--- config.mk ---
export PLATFORM = sky130hd
export DESIGN_NAME = ocwd_guard
export DESIGN_NICKNAME = d
export VERILOG_FILES = /design/src/rtl/ocwd_guard.sv
export SDC_FILE = /design/constraint.sdc
export NUM_CORES = 1
export LEC_CHECK = 0
export BUFFER_PORTS_ARGS = -buffer_cell sky130_fd_sc_hd__buf_2
export CORE_ASPECT_RATIO = 0.6
export CORE_UTILIZATION = 55
export DETAILED_ROUTE_END_ITERATION = 8
export HOLD_SLACK_MARGIN = 0.1
export PLACE_DENSITY = 0.87
export SYNTH_ARGS = -nofsm -noshare
export SYNTH_HDL_FRONTEND = slang
export SYNTH_SLANG_ARGS = --single-unit
--- constraint.sdc ---
create_clock -name clk -period 2.64 [get_ports clk]
set_clock_uncertainty 0.1 [all_clocks]
set_input_delay 0.132 -clock clk [delete_from_list [all_inputs] [get_ports clk]]
set_output_delay 0.132 -clock clk [all_outputs]
set_load 0.005 [all_outputs]
--- src/rtl/ocwd_guard.sv ---
module ocwd_guard #(
  parameter int TICK_DIV  = 1000000,
  parameter int CNT_W     = 8,
  parameter int CODE_W    = 5,
  parameter int RST_TICKS = 16
) (
  input  logic              clk,
  input  logic              rst_n,
  input  logic              wd_en,
  input  logic [CNT_W-1:0]  tmo_secs,
  input  logic              tmo_wr,
  input  logic              kick,
  input  logic              stat_clr,
  input  logic [CODE_W-1:0] safe_code,
  input  logic [CODE_W-1:0] fsel_cur,
  input  logic              div_sel_in,
  output logic [CODE_W-1:0] fsel_out,
  output logic              div_sel_out,
  output logic              sys_rst_n,
  output logic              wd_trip
);

  localparam int PRE_W = (TICK_DIV > 1) ? $clog2(TICK_DIV) : 1;
  localparam int RC_W  = $clog2(RST_TICKS + 1);

  logic [PRE_W-1:0] pre;
  logic [CNT_W-1:0] cnt;
  logic [RC_W-1:0]  rcnt;
  logic             en_q, tripped;
  logic             reload, running, tick, trip_now;

  assign reload   = tmo_wr | kick | (wd_en & ~en_q) | (stat_clr & tripped);
  assign running  = wd_en & ~tripped & ~reload;
  assign tick     = running & (pre == PRE_W'(TICK_DIV - 1));
  assign trip_now = tick & (cnt <= CNT_W'(1));

  always_ff @(posedge clk or negedge rst_n) begin
    if (!rst_n) begin
      pre     <= '0;
      cnt     <= '0;
      rcnt    <= '0;
      en_q    <= 1'b0;
      tripped <= 1'b0;
    end else begin
      en_q <= wd_en;
      if (trip_now) begin
        tripped <= 1'b1;
        rcnt    <= RC_W'(RST_TICKS);
      end else begin
        if (stat_clr) tripped <= 1'b0;
        if (rcnt != '0) rcnt <= rcnt - 1'b1;
      end
      if (reload) begin
        pre <= '0;
        cnt <= tmo_secs;
      end else if (running) begin
        if (tick) begin
          pre <= '0;
          cnt <= (cnt <= CNT_W'(1)) ? '0 : cnt - 1'b1;
        end else begin
          pre <= pre + 1'b1;
        end
      end
    end
  end

  assign wd_trip     = tripped;
  assign sys_rst_n   = (rcnt == '0);
  assign fsel_out    = tripped ? safe_code : fsel_cur;
  assign div_sel_out = div_sel_in & ~tripped;


  trip_needs_en_chk: assert property (@(posedge clk) disable iff (!rst_n)
    $rose(wd_trip) |-> $past(wd_en));


  trip_sticky_chk: assert property (@(posedge clk) disable iff (!rst_n)
    (wd_trip && !stat_clr) |=> wd_trip);


  rst_on_trip_chk: assert property (@(posedge clk) disable iff (!rst_n)
    $rose(wd_trip) |-> !sys_rst_n);


  rst_len_bound_chk: assert property (@(posedge clk) disable iff (!rst_n)
    rcnt <= RC_W'(RST_TICKS));


  trip_on_tick_chk: assert property (@(posedge clk) disable iff (!rst_n)
    $rose(wd_trip) |-> $past(running));

endmodule

==> metrics.md <==
| Metric | Value |
|---|---|
| Final setup vio count | 0 |
| Hold WC Path Type | input pin to register |
| Status | complete, no violations |
| Core area | about 3700 µm² |
| Worst path max stage delay | 490 ps |
| First-pass GRT wire length | 8.44 mm |
| CP Buf/Inv Count | 0 |
| Die footprint | 4130 µm² |
| Clock Latency Late Sink | approximately 300 ps |
| Synth Cell Area | 2130 µm² |
| P_sw | 289 µW |
| IO Count | 33 |
| Yosys warning count | 0 |
| Switching Share | 27.0% |
| Initial antenna violation count | 0 |
| Peak Freq | 464 MHz |
| CTS Buf Count | 5 |
| Post-Synth Simple-Gate Area | 31.1% |
| Final ANT Viol Nets | 0 |
| Post-DP HPWL | 3.76 mm |
| # DRC | 0 |
| Tcrit/Tclk final | 81.7% |
| Mux cell area share after synthesis | 4.06% |
| Port-buffer cells | 32 |
| Vias | 1,961 |
| Initial Util | 57.8% |
| Clock Path Buffers | 2 |
| Critical path startpoint category | register |
| Vias in the first global route | 1,767 |
| Post-Syn Nets | 254 |
| Hold Vio Cnt, Final | 0 |
| Register share of total power | between 50% and 60% |
| Diode count | 0 |
| Rows | 17 |
| Post-layout nets | around 300 |
| Worst path arrival time | 2270 ps |
| Area delta synth->final | 18.3% |
| Power per cell area | 425 nW/µm² |
| Max-cap viol count | 0 |
| Crit path required time | 2760 ps |
| CTS H-tree lvls | 2 |
| Distinct cells, synth | 54 |
| CTS resizes | 0 |
| CP cell instances | nor4b_2 > nand4_2 > nor4b_4 > a311oi_1 > a311oi_2 |
| Clock power share | between 30 and 40% |
| Setup tns final | 0 ps |
| XOR/XNOR Fraction of Synth Area | just under 6% |
| CP top delay family | simple AND/OR/NAND/NOR gates |
| Crit-path max FO | 5 |
| CTS tree | yes |
| Adder-cell share of the synthesized area | 2.35% |
| Pint | approximately 780 µW |
| GPL Wtd Cong | 0.911 |
| Avg Inst Size Synth | 9.46 µm² |
| #FFs+latches synth | 35 |
| Total gr overflow | 0 |
| Crit path kind | register to register |
| Post-Syn Instances | 225 |
| Vias per Instance | 6.17 |
| Most frequent cells in the layout | dfrtp_1, nor2_1, buf_2 |
| Die W | about 82 µm |
| Ratio of cells with drive above 1 in the final layout | 21.8% |
| TritonCTS Sinks | 35 |
| Maximum VDD drop | around 0.38 mV |
| CTS root buf | clkbuf_8 |
| RSZ-0062 raised after global routing | false |
| DRT Wirelength | about 5.4 mm |
| Compound-gate portion of the synthesized area | about 12% |
| Measured slew at the worst slew-check pin | 796 ps |
| Period minus WS final | 2160 ps |
| GRT Util Overall | between 20 and 30% |
| Critical-path top delay cell | nor4b_2 |
| Most common cell after layout, fill and taps aside | dfrtp_1 |
| Routed length per instance | 16.9 µm |
| Sequential share of the synthesized area | 41.2% |
| Drt pass-1 iters | 5 |
| Tot Pwr | around 1100 µW |
| Largest family of logic cells by synthesized area | simple AND/OR/NAND/NOR gates |
| Reg clk slew, reported paths | 80 ps |
| Power share of the combinational group | 10.9% |
| Leak pwr | 0.00114 µW |
| Slew margin rel. | 46.9% |
| CP endpoint kind | register |
| Max-slew violations | 0 |
| Largest net degree at the start of global routing | 36 |
| Die H | 50.2 µm |
| 1st-iter DRT viols | approximately 250 |
==> power groups by stage <==
stage	logic [µW]	registers, µW	clock network, µW
2_1_floorplan	52.9	568	0
3_3_place_gp	96.9	571	0
3_5_place_dp	101	571	0
4_1_cts	115	561	386
5_1_grt	128	563	413
6_report	117	562	390
==> Yosys cell counts, drive strengths merged <==
cell type | n | area, µm²
nand2 | 17 | 66.3
o21ai | 5 | 28.8
o311ai | 2 | 17.5
and2b | 1 | 7.51
nor4b | 4 | 62.6
nor3 | 4 | 31.3
nand3 | 14 | 70.1
a221o | 2 | 20.0
a21oi | 8 | 55.1
ha | 4 | 50.1
o22ai | 1 | 6.26
or3b | 1 | 8.76
nor2 | 33 | 124
and4 | 3 | 30.0
o221ai | 1 | 8.76
nor4 | 3 | 25.0
and2 | 5 | 31.3
nor2b | 3 | 18.8
and3b | 1 | 8.76
a311oi | 4 | 41.3
nand2b | 1 | 6.26
xor2 | 11 | 96.3
inv | 7 | 26.3
and3 | 6 | 37.5
or2 | 1 | 6.26
mux2 | 5 | 56.3
o21a | 1 | 7.51
a22oi | 1 | 7.51
o21bai | 1 | 7.51
or3 | 4 | 25.0
a211o | 1 | 8.76
buf | 7 | 41.3
o311a | 1 | 10.0
a21o | 4 | 30.0
nand4 | 14 | 93.8
o211ai | 2 | 15.0
xnor2 | 3 | 26.3
dfrtp | 35 | 876
mux2i | 3 | 30.0
nand4b | 1 | 8.76
==> per-stage QoR <==
| stage | setup WS (ps) | cells | util, % | instance area, µm² | hold slack, ps |
|---|---|---|---|---|---|
| after floorplan | 765 | 225 | - | 2130 | -264 |
| after global placement | 680 | 298 | 62.9 | 2310 | 147 |
| after detailed placement | 535 | 298 | 62.9 | 2310 | 152 |
| after CTS | 524 | 318 | 68.4 | 2520 | 105 |
| after global routing | 356 | 318 | 68.4 | 2520 | 123 |
| final | 483 | 318 | 68.4 | 2520 | 105 |
==> kinds of logic (layout without fill, tap and decap cells) <==
group                    after synthesis  after routing
buffers and inverters                 14             60
AND/OR/NAND/NOR                      116            116
XOR/XNOR                              14             14
flip-flops                            35             35
AO/OA/AOI/OAI                         34             34
multiplexers                           8              8
adder cells (fa/ha/maj)                4              4
==> layout make-up <==
cell class,instances,area (µm²)
multi-input cells,176,1180
fillers,283,1160
flip-flops and latches,35,876
repair buffers,45,288
clock buffers,5,68.8
well taps,47,58.8
inverters,7,26.3
clock inverters,3,15.0
==> registers in the layout, indices dropped and copies added, names as in the netlist <==
| name | cells |
|---|---|
| pre | 20 |
| cnt | 8 |
| en_q | 1 |
| rcnt | 5 |
| wd_trip | 1 |
==> path summary, 6_finish.rpt <==
| check | startpoint | to | slack [ps] | cells past startpoint |
|---|---|---|---|---|
| worst max-delay path | pre[12] | cnt[6] | 480 | 5 |
| worst min-delay path | kick | pre[17] | 110 | 4 |
| worst max register to register | pre[12] | cnt[6] | 480 | 5 |
| worst min register to register | rcnt[4] | rcnt[4] | 420 | 1 |
| max in group asynchronous | rst_n | pre[14] | 1580 | 2 |
| min in group asynchronous | rst_n | pre[15] | 350 | 2 |
==> metal layers <==
layer | global-route usage [%] | wire, µm
met5 | 0 | 0
met4 | 8.19 | 55
met3 | 6.91 | 517
met2 | 39.9 | 2320
met1 | 41.5 | 2490
==> worst reg2reg max path: stages, from the launching register on <==
cell and delay (ps):
dfrtp_1 450, nor4b_2 490, nand4_2 280, nor4b_4 340, a311oi_1 170, a311oi_2 240
==> what timing repair did <==
action / CTS / global route
setup buffers: 0 / 0
hold buffers: 12 / 0
hold endpoints to repair: 46 / 0
Note: power is estimated with default switching activity, not from simulation.
